## config.mk

```make
export PLATFORM = sky130hd
export DESIGN_NAME = can_frame_codec
export DESIGN_NICKNAME = d
export VERILOG_FILES = /design/src/rtl/can_codec_pkg.sv /design/src/rtl/can_byte_ctr.sv /design/src/rtl/can_pack_seq.sv /design/src/rtl/can_unpack_seq.sv /design/src/rtl/can_frame_codec.sv
export SDC_FILE = /design/constraint.sdc
export NUM_CORES = 1
export LEC_CHECK = 0
export ABC_AREA = 1
export BUFFER_PORTS_ARGS = -buffer_cell sky130_fd_sc_hd__buf_2
export CAP_MARGIN = 20
export CORE_MARGIN = 2
export CORE_UTILIZATION = 55
export DETAILED_ROUTE_END_ITERATION = 6
export PLACE_DENSITY = 0.77
export SLEW_MARGIN = 20
export SYNTH_ARGS = -nofsm -noshare
export SYNTH_HDL_FRONTEND = slang
export SYNTH_SLANG_ARGS = --single-unit
```

## constraint.sdc

```tcl
create_clock -name clk -period 3.51 [get_ports clk]
set_input_delay 0.8775 -clock clk [delete_from_list [all_inputs] [get_ports clk]]
set_output_delay 0.8775 -clock clk [all_outputs]
set_load 0.02 [all_outputs]
```

## src/rtl/can_codec_pkg.sv

```systemverilog
package can_codec_pkg;
   localparam int unsigned LEN_W  = 4;
   localparam int unsigned BYTE_W = 8;

   // Header byte; the packed order sets the bit positions of image byte 0.
   typedef struct packed {
      logic             ext;
      logic             remote;
      logic             oneshot;
      logic             selfrx;
      logic [LEN_W-1:0] len;
   } can_hdr_t;
endpackage

```

## src/rtl/can_byte_ctr.sv

```systemverilog
module can_byte_ctr #(
   parameter int unsigned COUNT = 13,
   localparam int unsigned IDX_W = $clog2(COUNT)
) (
   input  logic             clk,
   input  logic             rst_n,
   input  logic             clr,
   input  logic             step,
   output logic [IDX_W-1:0] idx,
   output logic             at_last
);
   assign at_last = (idx == IDX_W'(COUNT - 1));

   always_ff @(posedge clk or negedge rst_n) begin
      if (!rst_n) begin
         idx <= '0;
      end else if (clr) begin
         idx <= '0;
      end else if (step) begin
         idx <= at_last ? '0 : idx + 1'b1;
      end
   end
endmodule

```

## src/rtl/can_pack_seq.sv

```systemverilog
module can_pack_seq
   import can_codec_pkg::*;
#(
   parameter int unsigned DATA_MAX = 8,
   parameter int unsigned EXT_ID_W = 29,
   parameter int unsigned STD_ID_W = 11,
   localparam int unsigned EXT_BYTES = (EXT_ID_W + 7) / 8,
   localparam int unsigned STD_BYTES = (STD_ID_W + 7) / 8,
   localparam int unsigned IMG_N = 1 + EXT_BYTES + DATA_MAX
) (
   input  logic                       clk,
   input  logic                       rst_n,
   input  logic                       start,
   input  logic [EXT_ID_W-1:0]        ident,
   input  logic [LEN_W-1:0]           len,
   input  logic                       ext,
   input  logic                       remote,
   input  logic                       oneshot,
   input  logic                       selfrx,
   input  logic [BYTE_W*DATA_MAX-1:0] data,
   output logic                       tx_valid,
   input  logic                       tx_ready,
   output logic [BYTE_W-1:0]          tx_byte,
   output logic                       tx_last
);
   localparam int unsigned EW       = 8 * EXT_BYTES;
   localparam int unsigned SW       = 8 * STD_BYTES;
   localparam int unsigned EXT_SH   = EW - EXT_ID_W;
   localparam int unsigned STD_SH   = SW - STD_ID_W;
   localparam int unsigned EXT_BASE = 1 + EXT_BYTES;
   localparam int unsigned STD_BASE = 1 + STD_BYTES;
   localparam int unsigned IDX_W    = $clog2(IMG_N);

   logic [BYTE_W-1:0] img_d [IMG_N];
   logic [BYTE_W-1:0] img_q [IMG_N];
   logic [EW-1:0]     ext_w;
   logic [SW-1:0]     std_w;
   int                ncopy;
   can_hdr_t          hdr;
   logic              busy;
   logic              accept;
   logic [IDX_W-1:0]  idx;
   logic              at_last;

   assign accept = start && !busy;

   always_comb begin
      hdr   = '{ext: ext, remote: remote, oneshot: oneshot, selfrx: selfrx, len: len};
      ncopy = remote ? 0 : ((int'(len) > int'(DATA_MAX)) ? int'(DATA_MAX) : int'(len));
      ext_w = EW'(ident[EXT_ID_W-1:0]) << EXT_SH;
      std_w = SW'(ident[STD_ID_W-1:0]) << STD_SH;
      for (int i = 0; i < IMG_N; i++) img_d[i] = '0;
      img_d[0] = hdr;
      if (ext) begin
         for (int b = 0; b < EXT_BYTES; b++)
            img_d[1 + b] = ext_w[8 * (EXT_BYTES - 1 - b) +: 8];
         for (int d = 0; d < DATA_MAX; d++)
            if (d < ncopy) img_d[EXT_BASE + d] = data[8 * d +: 8];
      end else begin
         for (int b = 0; b < STD_BYTES; b++)
            img_d[1 + b] = std_w[8 * (STD_BYTES - 1 - b) +: 8];
         for (int d = 0; d < DATA_MAX; d++)
            if (d < ncopy) img_d[STD_BASE + d] = data[8 * d +: 8];
      end
   end

   always_ff @(posedge clk or negedge rst_n) begin
      if (!rst_n) begin
         busy <= 1'b0;
         for (int i = 0; i < IMG_N; i++) img_q[i] <= '0;
      end else if (accept) begin
         busy  <= 1'b1;
         img_q <= img_d;
      end else if (busy && tx_ready && at_last) begin
         busy <= 1'b0;
      end
   end

   can_byte_ctr #(.COUNT(IMG_N)) ctr_i (
      .clk     (clk),
      .rst_n   (rst_n),
      .clr     (accept),
      .step    (busy && tx_ready),
      .idx     (idx),
      .at_last (at_last)
   );

   assign tx_valid = busy;
   assign tx_byte  = img_q[idx];
   assign tx_last  = busy && at_last;
endmodule

```

## src/rtl/can_unpack_seq.sv

```systemverilog
module can_unpack_seq
   import can_codec_pkg::*;
#(
   parameter int unsigned DATA_MAX = 8,
   parameter int unsigned EXT_ID_W = 29,
   parameter int unsigned STD_ID_W = 11,
   localparam int unsigned EXT_BYTES = (EXT_ID_W + 7) / 8,
   localparam int unsigned STD_BYTES = (STD_ID_W + 7) / 8,
   localparam int unsigned IMG_N = 1 + EXT_BYTES + DATA_MAX
) (
   input  logic                       clk,
   input  logic                       rst_n,
   input  logic                       rx_valid,
   input  logic [BYTE_W-1:0]          rx_byte,
   output logic                       done,
   output logic [EXT_ID_W-1:0]        ident,
   output logic [LEN_W-1:0]           len,
   output logic                       ext,
   output logic                       remote,
   output logic                       oneshot,
   output logic                       selfrx,
   output logic                       badlen,
   output logic [BYTE_W*DATA_MAX-1:0] data
);
   localparam int unsigned EW       = 8 * EXT_BYTES;
   localparam int unsigned SW       = 8 * STD_BYTES;
   localparam int unsigned EXT_SH   = EW - EXT_ID_W;
   localparam int unsigned STD_SH   = SW - STD_ID_W;
   localparam int unsigned EXT_BASE = 1 + EXT_BYTES;
   localparam int unsigned STD_BASE = 1 + STD_BYTES;
   localparam int unsigned IDX_W    = $clog2(IMG_N);

   logic [BYTE_W-1:0]          raw_q [IMG_N];
   logic [BYTE_W-1:0]          view  [IMG_N];
   logic [IDX_W-1:0]           idx;
   logic                       at_last;
   can_hdr_t                   hdr;
   logic [EW-1:0]              ext_w;
   logic [SW-1:0]              std_w;
   int                         ncopy;
   logic [EXT_ID_W-1:0]        dec_ident;
   logic [BYTE_W*DATA_MAX-1:0] dec_data;

   can_byte_ctr #(.COUNT(IMG_N)) ctr_i (
      .clk     (clk),
      .rst_n   (rst_n),
      .clr     (1'b0),
      .step    (rx_valid),
      .idx     (idx),
      .at_last (at_last)
   );

   // Image as it stands once the byte now offered is written.
   always_comb begin
      view      = raw_q;
      view[idx] = rx_byte;
   end

   always_comb begin
      hdr   = can_hdr_t'(view[0]);
      ncopy = hdr.remote ? 0 :
              ((int'(hdr.len) > int'(DATA_MAX)) ? int'(DATA_MAX) : int'(hdr.len));
      for (int b = 0; b < EXT_BYTES; b++) ext_w[8 * (EXT_BYTES - 1 - b) +: 8] = view[1 + b];
      for (int b = 0; b < STD_BYTES; b++) std_w[8 * (STD_BYTES - 1 - b) +: 8] = view[1 + b];
      dec_ident = hdr.ext ? EXT_ID_W'(ext_w >> EXT_SH) : EXT_ID_W'(std_w >> STD_SH);
      dec_data  = '0;
      for (int d = 0; d < DATA_MAX; d++)
         if (d < ncopy)
            dec_data[8 * d +: 8] = hdr.ext ? view[EXT_BASE + d] : view[STD_BASE + d];
   end

   always_ff @(posedge clk or negedge rst_n) begin
      if (!rst_n) begin
         for (int i = 0; i < IMG_N; i++) raw_q[i] <= '0;
         done    <= 1'b0;
         ident   <= '0;
         len     <= '0;
         ext     <= 1'b0;
         remote  <= 1'b0;
         oneshot <= 1'b0;
         selfrx  <= 1'b0;
         badlen  <= 1'b0;
         data    <= '0;
      end else begin
         done <= rx_valid && at_last;
         if (rx_valid) raw_q[idx] <= rx_byte;
         if (rx_valid && at_last) begin
            ident   <= dec_ident;
            len     <= hdr.len;
            ext     <= hdr.ext;
            remote  <= hdr.remote;
            oneshot <= hdr.oneshot;
            selfrx  <= hdr.selfrx;
            badlen  <= int'(hdr.len) > int'(DATA_MAX);
            data    <= dec_data;
         end
      end
   end
endmodule

```

## src/rtl/can_frame_codec.sv

```systemverilog
module can_frame_codec
   import can_codec_pkg::*;
#(
   parameter int unsigned DATA_MAX = 8,
   parameter int unsigned EXT_ID_W = 29,
   parameter int unsigned STD_ID_W = 11
) (
   input  logic                       clk,
   input  logic                       rst_n,
   input  logic                       pk_start,
   input  logic [EXT_ID_W-1:0]        pk_ident,
   input  logic [LEN_W-1:0]           pk_len,
   input  logic                       pk_ext,
   input  logic                       pk_remote,
   input  logic                       pk_oneshot,
   input  logic                       pk_selfrx,
   input  logic [BYTE_W*DATA_MAX-1:0] pk_data,
   output logic                       tx_valid,
   input  logic                       tx_ready,
   output logic [BYTE_W-1:0]          tx_byte,
   output logic                       tx_last,
   input  logic                       rx_valid,
   input  logic [BYTE_W-1:0]          rx_byte,
   output logic                       up_done,
   output logic [EXT_ID_W-1:0]        up_ident,
   output logic [LEN_W-1:0]           up_len,
   output logic                       up_ext,
   output logic                       up_remote,
   output logic                       up_oneshot,
   output logic                       up_selfrx,
   output logic                       up_badlen,
   output logic [BYTE_W*DATA_MAX-1:0] up_data
);
   generate
      if (STD_ID_W >= EXT_ID_W) begin : g_bad_id
         $error("standard identifier must be narrower than extended");
      end
      if (DATA_MAX < 1 || DATA_MAX >= (1 << LEN_W)) begin : g_bad_data
         $error("DATA_MAX must fit below the length code range");
      end
   endgenerate

   can_pack_seq #(
      .DATA_MAX (DATA_MAX),
      .EXT_ID_W (EXT_ID_W),
      .STD_ID_W (STD_ID_W)
   ) pack_i (
      .clk      (clk),
      .rst_n    (rst_n),
      .start    (pk_start),
      .ident    (pk_ident),
      .len      (pk_len),
      .ext      (pk_ext),
      .remote   (pk_remote),
      .oneshot  (pk_oneshot),
      .selfrx   (pk_selfrx),
      .data     (pk_data),
      .tx_valid (tx_valid),
      .tx_ready (tx_ready),
      .tx_byte  (tx_byte),
      .tx_last  (tx_last)
   );

   can_unpack_seq #(
      .DATA_MAX (DATA_MAX),
      .EXT_ID_W (EXT_ID_W),
      .STD_ID_W (STD_ID_W)
   ) unpack_i (
      .clk      (clk),
      .rst_n    (rst_n),
      .rx_valid (rx_valid),
      .rx_byte  (rx_byte),
      .done     (up_done),
      .ident    (up_ident),
      .len      (up_len),
      .ext      (up_ext),
      .remote   (up_remote),
      .oneshot  (up_oneshot),
      .selfrx   (up_selfrx),
      .badlen   (up_badlen),
      .data     (up_data)
   );
endmodule

```

After elaboration in Yosys (flattened, before gate mapping) --
Cells that the tools add are included.
Storage, ports and cells: register bits 320, input port bits 114, output and inout bits 113, word-level logic and storage cells 117
Operators by class: add/subtract/negate cells 2, $lt $le $gt $ge 21, equality and inequality tests 2, multiplexer cells 43, bitwise logic cells 2, reduce and logical (&&, ||, !) cells 9
Operators by type and width (count):
- $lt A4 B32 Y1 const A | 8
- $mux W8 | 27
- $lt A3 B32 Y1 const A | 4
- $bwmux W104 | 1
- $mux W80 | 1
- $lt A1 B32 Y1 const A | 2
- $lt A2 B32 Y1 const A | 2
- $mux W32 | 2
- $bmux W8 S4 | 1
- $demux W8 S4 | 1
- $mux W29 | 1
- $mux W4 | 6
- $mux W16 | 1
- $ge A5 B5 Y1 const B | 2
- $not A4 Y5 | 2
- $add A4 B1 Y4 const B | 2
- $eq A4 B4 Y1 const B | 2
- $gt A4 B4 Y1 const B | 2
- $logic_and A1 B1 Y1 | 6
- $lt A5 B1 Y1 const B | 1
- $reduce_bool A2 Y1 | 2
- $mux W1 | 2
- $logic_not A1 Y1 | 1

Logic depth before layout (Yosys ltp) --
depth in word-level cells 11, gate-level depth with buffers 12, mapped depth without buffers 11

Cells and area by module --
Synthesis repeated with hierarchy kept, for this count alone.
Unflattened totals: cells, all modules 2214, area total of the unflattened synthesis 16478.3 um^2
Modules (own cells, without submodules):
- can_unpack_seq | instances 1, cells an instance 1302, area an instance 9903.2 um^2, sequential area each 5180.0 um^2
- can_pack_seq | instances 1, cells an instance 848, area an instance 6054.6 um^2, sequential area each 2627.5 um^2
- can_byte_ctr | instances 2, cells an instance 32, area an instance 260.2 um^2, sequential area each 100.1 um^2

Worst setup path before layout --
Ideal clock, no wire load.
kind flip-flop to output port, from register pack_i.ctr_i.idx[0], to output tx_byte[6], data arrival time 1477 ps, data required time 2633 ps, slack 1155 ps, cell stages (with the launch flop) 9, buffers on the path 3, cells stage by stage dfrtp_1 -> buf_2 -> inv_1 -> buf_2 -> clkbuf_1 -> o21ai_0 -> o221ai_1 -> nand3_1 -> nand2_1
On the way: word-level cells in the longest chain between the ends 4
RTL lines:
- start, declared | RTL line can_byte_ctr.sv:9 | output logic [IDX_W-1:0] idx,
- start signal, assigned | RTL line can_byte_ctr.sv:20 | idx <= at_last ? '0 : idx + 1'b1;
- $not A4 Y5 (implied by the code) | RTL line can_pack_seq.sv:89 | assign tx_byte = img_q[idx];
- $bmux W8 S4 | RTL line can_pack_seq.sv:89
- $mux W8 (implied by the code) (2 in a row) | RTL line can_pack_seq.sv:89
- end, declared | RTL line can_frame_codec.sv:20 | output logic [BYTE_W-1:0] tx_byte,
No other way between the ends. The select of a mux whose other input is x is not followed.

Final worst setup path --
from register pack_i.ctr_i.idx[1], to output tx_byte[5]
The elaborated chain is that of the path after synthesis.

==> results.yml <==
status:
  status: "completed"
die:
  start_util_pct: 56.1
  die_h_um: 173
  core_region_area_mm2: 0.0279
  pin_count: 227
  die-area_mm2: 0.0298
  die_w_um: 173
  core.rowCount: 61
route:
  drc: 0
  ant_nets: 0
  dr.pass1.iters: 6
  drt-initial-drc-count: 1963
  avgViaCountPerCell: 5.82
  post_drt_wl_per_cell_um: 19.1
  routed_wirelength_mm: 48.5
  vias: 14800
timing:
  finalSetupViolCount: 0
  fin_crit_ps: 3160
  clock.fmax_ghz: 0.317
  worstMarginPinSlew_ps: 918
  post-route-period-util_pct: 89.9
  max_slew_margin_pct: 38.8
  hold_viol_final: 0
  finalClockSkew_ps: 36.0
  slew_violations: 0
  fin_ws_ps: 354
  fin_hold_ws_ps: 270
  setup_tns_ps: 0
  grt_setup_unrepaired: "no"
yosys:
  synth_top_area_share_pct: 51.3
  synth_compound_area_share_pct: 18.2
  synth_cells: 1973
  synth_top_family_by_area: "simple AND/OR/NAND/NOR gates"
  ys_seq_elements: 320
  seq_area_frac_synth_pct: 51.3
  yosysWarnings: 0
  synth.area.top_cells: "dfrtp_1 51%, nand2_1 17%, o21ai_0 7.6%"
  synth_mux_area_share_pct: 0
  syn_area_per_cell_um2: 7.92
  synth-adder-area-share_pct: 0.481
  yosys.area_share.xor_xnor_pct: 0.168
  syn_nets: 2093
  synth-simple-area-share_pct: 23.5
  synth.distinct_cells: 31
  synthesis.area_mm2: 0.0156
  synth.largest_area_cell: "dfrtp_1"
grt:
  grt_max_degree: 130
  grt_pass1_vias: 14100
  grt_pass1_wl_mm: 76.5
  grt_overflow: 0
  antenna_found_initial: 1
  grtUsageTotal_pct: 32.2
placed_design:
  dpl.hpwl_mm: 32.9
  port_buffers: 226
  dp_cells: 2471
  dp_slack_ps: 717
  globalplace.congestion: 1.13
clock_tree:
  htree_levels: 2
  post_cts_buffers: 0
  insertion_delay_ps: 530
  path_clk_slew_ps: 60
  cts-root-buf: "clkbuf_16"
  cts_inserted_buffers: 35
  cts_sinks: 320
  clk_path_buf_depth: 3
  cts_tree: "built"
  hold_buffers: 0
  ctsResizeCount: 0
pwr:
  power_density_mw_per_mm2: 951
  vdd_drop_max_uv: 550
  p_leak_nw: 9.19
setup_path:
  r2r-end: "unpack_i.ident[26]"
  cp-start-kind: "flip-flop"
  crit_chain: "clkinv_1, buf_4, nand3_1, o21ai_0, nand2_1, nand2_1, buf_2"
  slowest_delay_ps: 360
  critPathRequiredTime_ps: 2630
  worst_path_most_repeated_cell: "nand2_1"
  reg2reg_slack_ps: 580
  crit_arrival_ps: 2280
  worstRegToRegCells: 8
  cp_max_fo: 17
  criticalPathCategory: "flip-flop to output pin"
  r2r-start: "unpack_i.ctr_i.idx[0]"
  end_kind: "output pin"
  slowest_stage: "clkinv_1"
final_layout:
  final_layout_size_suffix_gt1_share_pct: 15.9
  areaGrowthSynthToFinish_pct: 16.2
  final_util_pct: 65.2
  final_nets: 2250
  n_antenna_cell: 0
  instances_no_fill: 2535
min_path:
  hp-class: "input pin to async pin"
run:
  cap_viol_max_count: 0
==> cell type report <==
| class | count | area (um2) |
|---|---|---|
| Timing Repair Buffer | 251 | 1400 |
| Clock buffer | 49 | 1030 |
| Sequential cell | 320 | 8010 |
| Clock inverter | 15 | 228 |
| Tap cell | 378 | 473 |
| Inverter | 101 | 387 |
| Fill cell | 2388 | 9700 |
| Multi-Input combinational cell | 1421 | 6640 |
==> worst max-delay path by stage <==
stage,to,cells after the start,slack [ps],startpoint
6_report,tx_byte[5],7,350,pack_i.ctr_i.idx[1]
5_1_grt,tx_byte[7],9,220,pack_i.ctr_i.idx[1]
4_1_cts,tx_byte[5],7,390,pack_i.ctr_i.idx[1]
3_5_place_dp,unpack_i.ident[12],8,720,unpack_i.ctr_i.idx[0]
3_3_place_gp,unpack_i.ident[23],8,840,unpack_i.ctr_i.idx[0]
2_1_floorplan,tx_byte[6],8,1160,pack_i.ctr_i.idx[0]
==> cell usage in the layout (no fill, tap or decap), drive strengths merged, types with 2 or more instances in the layout <==
cell	netlist	final
inv	97	99
bufinv	0	5
nand2	704	704
dfrtp	320	320
xor2	2	2
o22ai	22	22
clkinv	4	10
a21oi	107	107
buf	55	251
clkinvlp	0	2
nor2	131	131
clkbuf	76	49
o211ai	48	48
ha	6	6
o221ai	49	49
nand3	86	86
o21ai	263	263
==> routing by layer <==
metal / GRT usage, % / wire, um / vias to the layer above
met4: 17.2 / 2820 / 2
met2: 51.0 / 22500 / 823
met1: 42.3 / 19000 / 6953
li1: - / - / 6831
met3: 5.79 / 4150 / 154
met5: 0 / 11 / -
==> power by group <==
group	internal [mW]	switching, mW
combinational	2.22	4.93
sequential	5.19	0.947
clock	2.44	1.54
==> cells by family (layout without fill, tap and decap cells) <==
group | after synthesis | in the layout
buf+inv | 232 | 416
fa+ha+maj | 6 | 6
compound gates | 489 | 489
simple gates | 923 | 923
xor+xnor | 3 | 3
flops | 320 | 320
==> synthesized netlist by cell type (all sizes together) <==
library cell,n
clkinv,4
nor4,1
buf,55
o22ai,22
a21oi,107
dfrtp,320
or2,1
xnor2,1
nand3,86
o211ai,48
nor2,131
o21ai,263
ha,6
o221ai,49
inv,97
clkbuf,76
nand2,704
xor2,2
==> flip-flops by register name (all words and copies together), names as in the netlist, 4 cells and up <==
register            flops
unpack_i.len            4
pack_i.ctr_i.idx        4
unpack_i.raw_q        104
pack_i.img_q          104
unpack_i.ident         29
unpack_i.data          64
unpack_i.ctr_i.idx      4
==> worst max-delay path, delay by kind of cell (launching register included) <==
kind / cells / cell delay (ps)
compound gates: 1 / 130
simple gates: 3 / 400
buf+inv: 3 / 890
flops: 1 / 350
==> stage by stage <==
step	cell area [um2]	power [mW]
floorplan	15600	10.9
global placement	16900	13.0
detailed placement	16900	13.2
CTS	18100	17.2
global route	18200	18.3
finish	18200	17.3
No activity file was read; power rests on OpenSTA's default activity.
